### src/rtl/dste_pkg.sv
package dste_pkg;

    localparam int WORD_W = 32;
    localparam int HALF_W = WORD_W / 2;

    // machine state bit positions (architectural big-endian index k -> WORD_W-1-k)
    localparam int B_TGPR = WORD_W - 1 - 14;
    localparam int B_ILE  = WORD_W - 1 - 15;
    localparam int B_ME   = WORD_W - 1 - 19;
    localparam int B_IP   = WORD_W - 1 - 25;
    localparam int B_LE   = WORD_W - 1 - 31;

    typedef logic [WORD_W-1:0] word_t;

    typedef enum logic [1:0] {
        FC_NONE  = 2'd0,
        FC_MISS  = 2'd1,
        FC_CLEAN = 2'd2
    } fault_cause_e;

    typedef struct packed {
        word_t srr0;
        word_t srr1;
        word_t msr;
        word_t vec;
    } entry_frame_t;

    function automatic word_t save_state(input word_t m);
        return {{HALF_W{1'b0}}, m[HALF_W-1:0]};
    endfunction

    function automatic word_t handler_state(input word_t m);
        word_t r;
        r         = '0;
        r[B_ILE]  = m[B_ILE];
        r[B_ME]   = m[B_ME];
        r[B_IP]   = m[B_IP];
        r[B_TGPR] = 1'b1;
        r[B_LE]   = m[B_ILE];
        return r;
    endfunction

endpackage

### src/rtl/dste_detect.sv
module dste_detect
    import dste_pkg::*;
(
    input  logic         acc_valid,
    input  logic         acc_is_store,
    input  logic         tlb_hit,
    input  logic         tlb_chg,
    input  logic         busy,
    output fault_cause_e cause,
    output logic         take,
    output logic         commit
);
    logic st_req;

    always_comb begin
        st_req = acc_valid && acc_is_store;
        if (!st_req)
            cause = FC_NONE;
        else if (!tlb_hit)
            cause = FC_MISS;
        else if (!tlb_chg)
            cause = FC_CLEAN;
        else
            cause = FC_NONE;
        take   = (cause != FC_NONE) && !busy;
        commit = st_req && (cause == FC_NONE) && !busy;
    end
endmodule

### src/rtl/dste_frame.sv
module dste_frame
    import dste_pkg::*;
#(
    parameter word_t VEC_OFFSET = 32'h0000_1200,
    parameter word_t HIGH_BASE  = 32'hFFF0_0000
) (
    input  word_t        msr_in,
    input  word_t        nia,
    output entry_frame_t frame
);
    word_t base;

    always_comb begin
        base       = msr_in[B_IP] ? HIGH_BASE : '0;
        frame.srr0 = nia;
        frame.srr1 = save_state(msr_in);
        frame.msr  = handler_state(msr_in);
        frame.vec  = base | VEC_OFFSET;
    end
endmodule

### src/rtl/dste_hold.sv
module dste_hold
    import dste_pkg::*;
(
    input  logic         clk,
    input  logic         rst,
    input  logic         take,
    input  entry_frame_t frame,
    input  logic         ack,
    output logic         pulse,
    output logic         pending,
    output entry_frame_t frame_q
);
    always_ff @(posedge clk) begin
        if (rst) begin
            pulse   <= 1'b0;
            pending <= 1'b0;
            frame_q <= '0;
        end else begin
            pulse <= take;
            if (take) begin
                pending <= 1'b1;
                frame_q <= frame;
            end else if (pending && ack) begin
                pending <= 1'b0;
            end
        end
    end
endmodule

### src/rtl/dstore_trap_entry.sv
module dstore_trap_entry
    import dste_pkg::*;
#(
    parameter word_t VEC_OFFSET = 32'h0000_1200,
    parameter word_t HIGH_BASE  = 32'hFFF0_0000
) (
    input  logic        clk,
    input  logic        rst,
    input  logic        acc_valid,
    input  logic        acc_is_store,
    input  logic        tlb_hit,
    input  logic        tlb_chg,
    input  logic [31:0] msr_in,
    input  logic [31:0] nia,
    input  logic        redir_ack,
    output logic        store_commit,
    output logic        trap_pulse,
    output logic [31:0] srr0,
    output logic [31:0] srr1,
    output logic [31:0] msr_out,
    output logic [31:0] redir_addr,
    output logic        redir_valid
);
    fault_cause_e cause;
    logic         take;
    entry_frame_t frame_d;
    entry_frame_t frame_q;

    dste_detect u_detect (
        .acc_valid   (acc_valid),
        .acc_is_store(acc_is_store),
        .tlb_hit     (tlb_hit),
        .tlb_chg     (tlb_chg),
        .busy        (redir_valid),
        .cause       (cause),
        .take        (take),
        .commit      (store_commit)
    );

    dste_frame #(
        .VEC_OFFSET(VEC_OFFSET),
        .HIGH_BASE (HIGH_BASE)
    ) u_frame (
        .msr_in(msr_in),
        .nia   (nia),
        .frame (frame_d)
    );

    dste_hold u_hold (
        .clk    (clk),
        .rst    (rst),
        .take   (take),
        .frame  (frame_d),
        .ack    (redir_ack),
        .pulse  (trap_pulse),
        .pending(redir_valid),
        .frame_q(frame_q)
    );

    assign srr0       = frame_q.srr0;
    assign srr1       = frame_q.srr1;
    assign msr_out    = frame_q.msr;
    assign redir_addr = frame_q.vec;
endmodule

### config.mk
export PLATFORM = sky130hd
export DESIGN_NAME = dstore_trap_entry
export DESIGN_NICKNAME = d
export VERILOG_FILES = /design/src/rtl/dste_pkg.sv /design/src/rtl/dste_detect.sv /design/src/rtl/dste_frame.sv /design/src/rtl/dste_hold.sv /design/src/rtl/dstore_trap_entry.sv
export SDC_FILE = /design/constraint.sdc
export NUM_CORES = 1
export LEC_CHECK = 0
export CAP_MARGIN = 20
export CORE_AREA = 2 2 77 79
export CTS_BUF_LIST = sky130_fd_sc_hd__clkbuf_16
export CTS_CLUSTER_SIZE = 30
export DETAILED_ROUTE_END_ITERATION = 10
export DIE_AREA = 0 0 79 81
export DONT_BUFFER_PORTS = 1
export HOLD_SLACK_MARGIN = 0.05
export PLACE_DENSITY = 0.74
export REMOVE_ABC_BUFFERS = 1
export SYNTH_ARGS = -nofsm -noshare
export SYNTH_HDL_FRONTEND = slang
export SYNTH_SLANG_ARGS = --single-unit
### constraint.sdc
create_clock -name clk -period 2 [get_ports clk]
set_input_delay 0.3 -clock clk [delete_from_list [all_inputs] [get_ports clk]]
set_output_delay 0.3 -clock clk [all_outputs]
set_load 0.05 [all_outputs]
* After elaboration in Yosys (flattened, before gate mapping)
Cells that the tools add are included.
** Word-level totals
- Output and inout port bits :: 131
- Register bits :: 87
- Word-level logic and storage cells :: 21
- Input bits :: 71
** Operators by class
- Multiplexer cells :: 6
- Reductions and logical operators :: 9
** Operator list (number)
- $mux 32 :: 1
- $mux 2 :: 3
- $logic_and 1x1->1 :: 5
- $reduce_bool 2->1 :: 2
- $logic_not 2->1 :: 1
- $mux 1 :: 2
- $logic_not 1->1 :: 1

* Depth between registers and ports, before layout
Gate-level depths: netlist of run 1.
- Depth in word-level cells :: 6
- Mapped depth :: 5
- Mapped depth without buffers :: 3

* By module
From an unflattened synthesis of run 1, not the netlist that was laid out.
** Unflattened totals
- Cell total of the unflattened synthesis :: 555
- Area, all modules :: 5708.0 um^2
** Modules (own cells, without submodules)
- dste_hold :: seq. area each 2602.5 um^2, times used 1, cells each 419, area each 4698.3 um^2
- dste_frame :: seq. area each 0.0 um^2, times used 1, cells each 130, area each 968.4 um^2
- dste_detect :: seq. area each 0.0 um^2, times used 1, cells each 6, area each 41.3 um^2

* Worst setup path after synthesis of run 1
No wires, ideal clock.
- Path type :: register to output
- Start :: register u_hold.pending
- End :: output store_commit
- Path slack :: 342 ps
- Stages on the path, launching flop included :: 3
- Buffers on the path :: 0
- Data arrival time :: 1358 ps
- Required time :: 1700 ps
- Cell sequence :: dfxtp_1 nand3b_4 nor2_1
** On the way
- Longest elaborated chain between the ends :: 2
** Ends and longest elaborated chain
- start, declared :: RTL line dste_hold.sv:10 : output logic pending,
- start signal, assigned :: RTL line dste_hold.sv:16 : pending <= 1'b0;
- start signal, assigned :: RTL line dste_hold.sv:21 : pending <= 1'b1;
- start signal, assigned :: RTL line dste_hold.sv:24 : pending <= 1'b0;
- $logic_not 1->1 :: RTL line dste_detect.sv:26 : commit = st_req && (cause == FC_NONE) && !busy;
- $logic_and 1x1->1 :: RTL line dste_detect.sv:26
- end, declared :: RTL line dstore_trap_entry.sv:16 : output logic store_commit,
No other way between the ends.

==> results of run 1 <==
-- cell usage in the layout (no fill, tap or decap), types with 2 or more instances in the layout --
cell and n:
mux2i_1 49, nand2b_1 100, conb_1 61, dfxtp_1 51, nor2_1 2, buf_4 8
clkbuf_16 5, clkinv_1 2, a21oi_1 2
-- metrics by stage --
step | utilization | power (mW) | TNS (ns)
after global routing | 0.493 | 2.81 | 0
after detailed placement | 0.464 | 1.79 | 0
after global placement | 0.464 | 1.78 | 0
final | 0.493 | 2.69 | 0
after CTS | 0.493 | 2.73 | 0
after floorplan | - | 1.75 | -94.00
-- state kept, by name (all words and copies together) (netlist names) --
register and count:
u_hold.pulse 1, u_hold.pending 1, u_hold.frame_q 50
-- worst paths after layout --
path	slack [ns]	startpoint	depth (start not counted)	to
hold / removal	0.11	rst	1	u_hold.frame_q[12]
setup / recovery	0.56	u_hold.frame_q[70]	1	redir_addr[29]
setup reg to reg	0.67	u_hold.pending	4	u_hold.frame_q[118]
hold reg to reg	0.48	u_hold.frame_q[48]	2	u_hold.frame_q[48]
-- final cells by class --
| class | count | area (um2) |
|---|---|---|
| Timing Repair Buffer | 9 | 87.6 |
| Clock buffer | 5 | 125 |
| Multi-Input combinational cell | 217 | 1400 |
| Sequential cell | 52 | 1040 |
| Clock inverter | 3 | 37.5 |
| Tap cell | 75 | 93.8 |
| Fill cell | 553 | 2880 |
| Inverter | 1 | 3.75 |
-- where the power goes --
part	switching, mW	internal [mW]	leakage, nW
sequential	0.185	1.08	0.425
clock	0.347	0.581	0.0789
combinational	0.394	0.101	0.625
total	0.926	1.77	1.13
-- routing by layer --
layer	global-route usage	up-vias	share of wire
li1	-	779	-
met1	0.143	750	0.40
met4	0.0362	0	0.0035
met2	0.219	97	0.49
met5	0	-	0
met3	0.0500	2	0.11
-- cells by family after synthesis --
family          after synthesis  synth area share
other cells                   1           0.00130
simple gates                104             0.227
flops                        52             0.360
mux                          49             0.170
compound gates                3           0.00649
buf+inv                      95             0.235
==> load_flow_metrics.sql, run 1 <==
INSERT INTO impl_metrics (metric_group, metric, value, unit) VALUES
('routing', 'drt_first_pass_iters', '5', ''),
('finish', 'finish.cell_count_without_fillers', '362', ''),
('synth', 'synthArstFlopShare', '0', ''),
('setup_path', 'worstSetupPathType', 'reg -> out', ''),
('setup_path', 'critPathCaptureType', 'primary output', ''),
('setup_path', 'cp_data_required_time', '1.70', 'ns'),
('cts', 'cts-root-buf', 'clkbuf_16', ''),
('synth', 'postSynthAreaPerCell', '9.51', 'um2'),
('synth', 'synth_area_leaders', 'dfxtp_1 (36%), nand2b_1 (22%), buf_4 (21%), mux2i_1 (17%), clkbuf_1 (1.4%)', ''),
('cts', 'clock_sink_count', '52', ''),
('cts', 'clock_path_buffers', '2', ''),
('setup_path', 'critical_path_arrival', '1.14', 'ns'),
('setup_path', 'critical_path.max_fanout', '5', ''),
('synth', 'count_of_state_elements_after_synthesis', '52', ''),
('routing', 'detail_route.vias_per_cell', '4.50', ''),
('cts', 'cts.clk_slew.worst_paths', '0.07', 'ns'),
('finish', 'nNetsFinal', '357', ''),
('synth', 'yosysMostFrequentCell', 'nand2b_1', ''),
('synth', 'ys_top_cells_by_count', 'nand2b_1 (100), buf_4 (81), dfxtp_1 (52)', ''),
('global_route', 'grt_start_max_net_pins', '102', ''),
('routing', 'detail_route.iter0.violations', '48', ''),
('synth', 'synthesized_area', '2890', 'um2'),
('timing', 'whs', '0.109', 'ns'),
('timing', 'postLayoutSetupSlackWorst', '0.563', 'ns'),
('synth', 'synth_sequential_area_ratio', '0.360', ''),
('global_route', 'grt.overflow.total', '0', ''),
('timing', 'tightest_slew', '0.595', 'ns'),
('timing', 'slew_headroom', '0.603', ''),
('die', 'fp.coreArea', '5680', 'um2'),
('cts', 'cts_repair_resize_count', '0', ''),
('setup_path', 'cpLargestDelayFamily', 'buffers and inverters', ''),
('cts', 'post_cts.repair.setup_buffers', '0', ''),
('timing', 'timing.final.crit_share', '0.718', ''),
('die', 'fp-row-count', '28', ''),
('global_route', 'first_global_vias', '1409', ''),
('die', 'die_area', '6400', 'um2'),
('global_route', 'global_route_wire_length_before_repair', '6510', 'um'),
('routing', 'avgRoutedWirePerCell', '11.8', 'um'),
('placed_design', 'hpwlAfterDp', '3130', 'um'),
('synth', 'edff_count_synth', '0', ''),
('min_path', 'hold_class', 'in -> reg', ''),
('die', 'die_width', '79', 'um'),
('timing', 'final_period_minus_worst_setup_slack', '1.44', 'ns'),
('synth', 'netlist_instances', '304', ''),
('power', 'power_leakage', '1.13', 'nW'),
('die', 'ioPinCount', '202', ''),
('setup_path', 'crit_path_top_delay_cell', 'buf_4', ''),
('synth', 'yosysWarningCount', '0', ''),
('setup_path', 'cp_cell_sequence', 'buf_4', ''),
('cts', 'tritoncts', 'done', ''),
('setup_path', 'setup.worst_path.start_class', 'flip-flop', ''),
('outcome', 'outcome', 'complete, no violations', ''),
('synth', 'ys_dominant_reg_cell', 'dfxtp_1', ''),
('cts', 'worst_skew_pair.late_latency', '0.28', 'ns'),
('placed_design', 'place.detailed.instances', '354', ''),
('power', 'power.ir.vdd_worst', '0.440', 'mV'),
('placed_design', 'place_congestion', '0.612', ''),
('timing', 'number_of_pins_exceeding_their_max_slew_limit_in_the_final_report', '0', ''),
('synth', 'yosysTopAreaCellShare', '0.360', ''),
('die', 'initial_utilization', '0.509', ''),
('placed_design', 'io_buffers', '0', ''),
('power', 'p_per_area', '963', 'nW/um2'),
('timing', 'grt_setup_unrepaired', 'no', ''),
('global_route', 'grt.total_usage', '0.126', ''),
('die', 'die_height', '81', 'um'),
('job', 'cap_violations', '0', ''),
('timing', 'setup_viol', '0', ''),
('routing', 'antenna_left', '0', ''),
('cts', 'numCtsBuffers', '5', ''),
('routing', 'vias', '1628', ''),
('routing', 'drt_drc_violations_left', '0', '');
(Power assumes the default switching activity.)
==> inputs of run 2 (changes only) <==
- clock period: 2 -> 1.45 ns (I/O delays scaled with it)
==> run 2 against run 1 <==
- design area is 7.9% higher
- critical path depth unchanged
- routed wire length up 4.6%
- cell count grew 6.9%
- largest power group unchanged
==> load_flow_metrics.sql, run 2 (synthesis results as in run 1) <==
INSERT INTO impl_metrics (metric_group, metric, value, unit) VALUES
('placed_design', 'hpwlAfterDp', '3220', 'um'),
('finish', 'largestRegisters', 'u_hold.frame_q x50, u_hold.pending x1, u_hold.pulse x1', ''),
('routing', 'drt_drc_violations_left', '0', ''),
('min_path', 'hold_path_depth', '2', ''),
('global_route', 'grt.overflow.total', '0', ''),
('setup_path', 'worstSetupStartpoint', 'u_hold.frame_q[70]', ''),
('placed_design', 'io_buffers', '0', ''),
('timing', 'tns', '0', 'ns'),
('placed_design', 'post_detailed_placement_cell_area', '2880', 'um2'),
('setup_path', 'worstSetupPathType', 'reg -> out', ''),
('routing', 'detail_route.iter0.violations', '62', ''),
('global_route', 'use_met1', '0.151', ''),
('finish', 'layout.cells.most_common_list', 'nand2b_1 (100), conb_1 (61), dfxtp_1 (51)', ''),
('setup_path', 'crit_path_depth', '1', ''),
('die', 'fp.coreArea', '5680', 'um2'),
('finish', 'fillCellCount', '510', ''),
('timing', 'grt_setup_unrepaired', 'no', ''),
('setup_path', 'critPathCaptureType', 'primary output', ''),
('global_route', 'grt_util_met3', '0.0511', ''),
('finish', 'finish.cell_count_without_fillers', '387', ''),
('setup_path', 'setup.worst_path.start_class', 'flip-flop', ''),
('global_route', 'grt_start_max_net_pins', '100', ''),
('setup_path', 'worst-r2r-setup-slack', '0.21', 'ns'),
('timing', 'finalHoldViolations', '0', ''),
('timing', 'number_of_pins_exceeding_their_max_slew_limit_in_the_final_report', '0', ''),
('power', 'power.ir.vdd_worst', '0.442', 'mV'),
('global_route', 'first_global_vias', '1480', ''),
('power', 'p_total', '3.56', 'mW'),
('die', 'fp-row-count', '28', ''),
('timing', 'worst_clock_skew', '0.00304', 'ns'),
('timing', 'timing.final.crit_share', '0.915', ''),
('setup_path', 'critical_path.max_fanout', '10', ''),
('cts', 'clock_sink_count', '52', ''),
('setup_path', 'crit_path_top_delay_cell', 'buf_16', ''),
('cts', 'cts.clk_slew.worst_paths', '0.06', 'ns'),
('placed_design', 'place.detailed.instances', '380', ''),
('die', 'die_area', '6400', 'um2'),
('finish', 'drive_gt1_frac', '0.138', ''),
('power', 'p_per_area', '1180', 'nW/um2'),
('setup_path', 'worst_case_reg_to_reg_path_depth', '4', ''),
('cts', 'htreeDepth', '2', ''),
('routing', 'vias', '1697', ''),
('setup_path', 'cpLargestDelayFamily', 'buffers and inverters', ''),
('timing', 'setup_viol', '0', ''),
('routing', 'antenna_left', '0', ''),
('cts', 'numCtsBuffers', '5', ''),
('cts', 'worst_skew_pair.late_latency', '0.27', 'ns'),
('die', 'die_width', '79', 'um'),
('timing', 'postLayoutSetupSlackWorst', '0.124', 'ns'),
('power', 'power_leakage', '1.27', 'nW'),
('routing', 'avgRoutedWirePerCell', '11.5', 'um'),
('placed_design', 'pre_cts_slack', '0.211', 'ns'),
('global_route', 'gr-max-usage-layer', 'met2', ''),
('finish', 'mostFrequentLayoutCell', 'nand2b_1', ''),
('routing', 'drt_first_pass_iters', '3', ''),
('timing', 'whs', '0.0845', 'ns'),
('routing', 'detail_route.vias_per_cell', '4.39', ''),
('timing', 'final_period_minus_worst_setup_slack', '1.33', 'ns'),
('timing', 'slew_headroom', '0.640', ''),
('finish', 'layout.core_utilization', '0.532', ''),
('die', 'initial_utilization', '0.509', ''),
('timing', 'tightest_slew', '0.539', 'ns'),
('setup_path', 'critical_path_arrival', '1.11', 'ns'),
('finish', 'nNetsFinal', '384', ''),
('setup_path', 'critical_path.n_buffers_inverters', '1', ''),
('min_path', 'hold_class', 'in -> reg', ''),
('routing', 'routed_wl', '4460', 'um'),
('setup_path', 'worst_r2r_startpoint', 'u_hold.pending', ''),
('die', 'ioPinCount', '202', ''),
('outcome', 'outcome', 'complete, no violations', ''),
('finish', 'num_antenna_cells', '0', ''),
('finish', 'registers.top_by_ff_count', 'u_hold.frame_q', ''),
('global_route', 'global_route_wire_length_before_repair', '6800', 'um'),
('setup_path', 'critical-path-max-stage-delay', '0.43', 'ns'),
('placed_design', 'place_congestion', '0.634', ''),
('setup_path', 'worst_r2r_endpoint', 'u_hold.frame_q[123]', ''),
('die', 'die_height', '81', 'um'),
('setup_path', 'cp_cell_sequence', 'buf_16', ''),
('global_route', 'grt_antenna_before_repair', '0', ''),
('finish', 'areaGrowthSynthToFinish', '4.37', '%'),
('cts', 'cts-root-buf', 'clkbuf_16', ''),
('cts', 'tritoncts', 'done', ''),
('setup_path', 'worstSetupEndpoint', 'redir_addr[24]', ''),
('finish', 'largest_reg_flops', '50', ''),
('finish', 'multiInputGateArea', '1400', 'um2'),
('cts', 'clock_path_buffers', '2', ''),
('timing', 'fmax', '754', 'MHz'),
('global_route', 'grt.total_usage', '0.132', ''),
('finish', 'fin_area', '3020', 'um2'),
('job', 'cap_violations', '0', ''),
('global_route', 'globalRouteMet2Util', '0.232', ''),
('finish', 'layout.area.seq', '1040', 'um2'),
('setup_path', 'cp_data_required_time', '1.23', 'ns');
run 2: changes by cell type in the layout (fill, tap and decap cells not counted), sizes merged:
cell	delta
inv	+1
buf	+26
clkinv	-2
bufinv	-1
dlygate4sd3	+1
run 2: cell type report:
type / instances / share of cell area
clock buffers: 5 / 0.0415
clock inverters: 1 / 0.00124
multi-input cells: 217 / 0.465
flip-flops and latches: 52 / 0.346
repair buffers: 36 / 0.114
inverters: 1 / 0.00124
well taps: 75 / 0.0311
run 2: how the worst min path moves through the flow:
stage | to | start | slack [ns]
floorplan | u_hold.frame_q[12] | rst | 0.29
global placement | u_hold.pending | rst | 0.30
detailed placement | u_hold.frame_q[12] | rst | 0.30
CTS | u_hold.frame_q[70] | msr_in[6] | 0.08
global route | u_hold.frame_q[127] | nia[31] | 0.08
finish | u_hold.frame_q[70] | msr_in[6] | 0.08
run 2: metal layers:
metal  vias up  part of all wire
li1        835                 -
met3         4             0.094
met4         0            0.0065
met1       760              0.40
met2        98              0.50
met5         -                 0
run 2: timing repair:
| item | CTS | global route |
|---|---|---|
| resized for setup | 0 | 0 |
| hold buffers | 1 | 0 |
| hold endpoints to repair | 3 | 0 |
| setup buffers | 0 | 0 |
run 2: report_power, final:
group	total, mW	switching, mW	internal (mW)
clock network	1.06	0.445	0.613
registers	1.62	0.128	1.50
logic	0.880	0.683	0.198
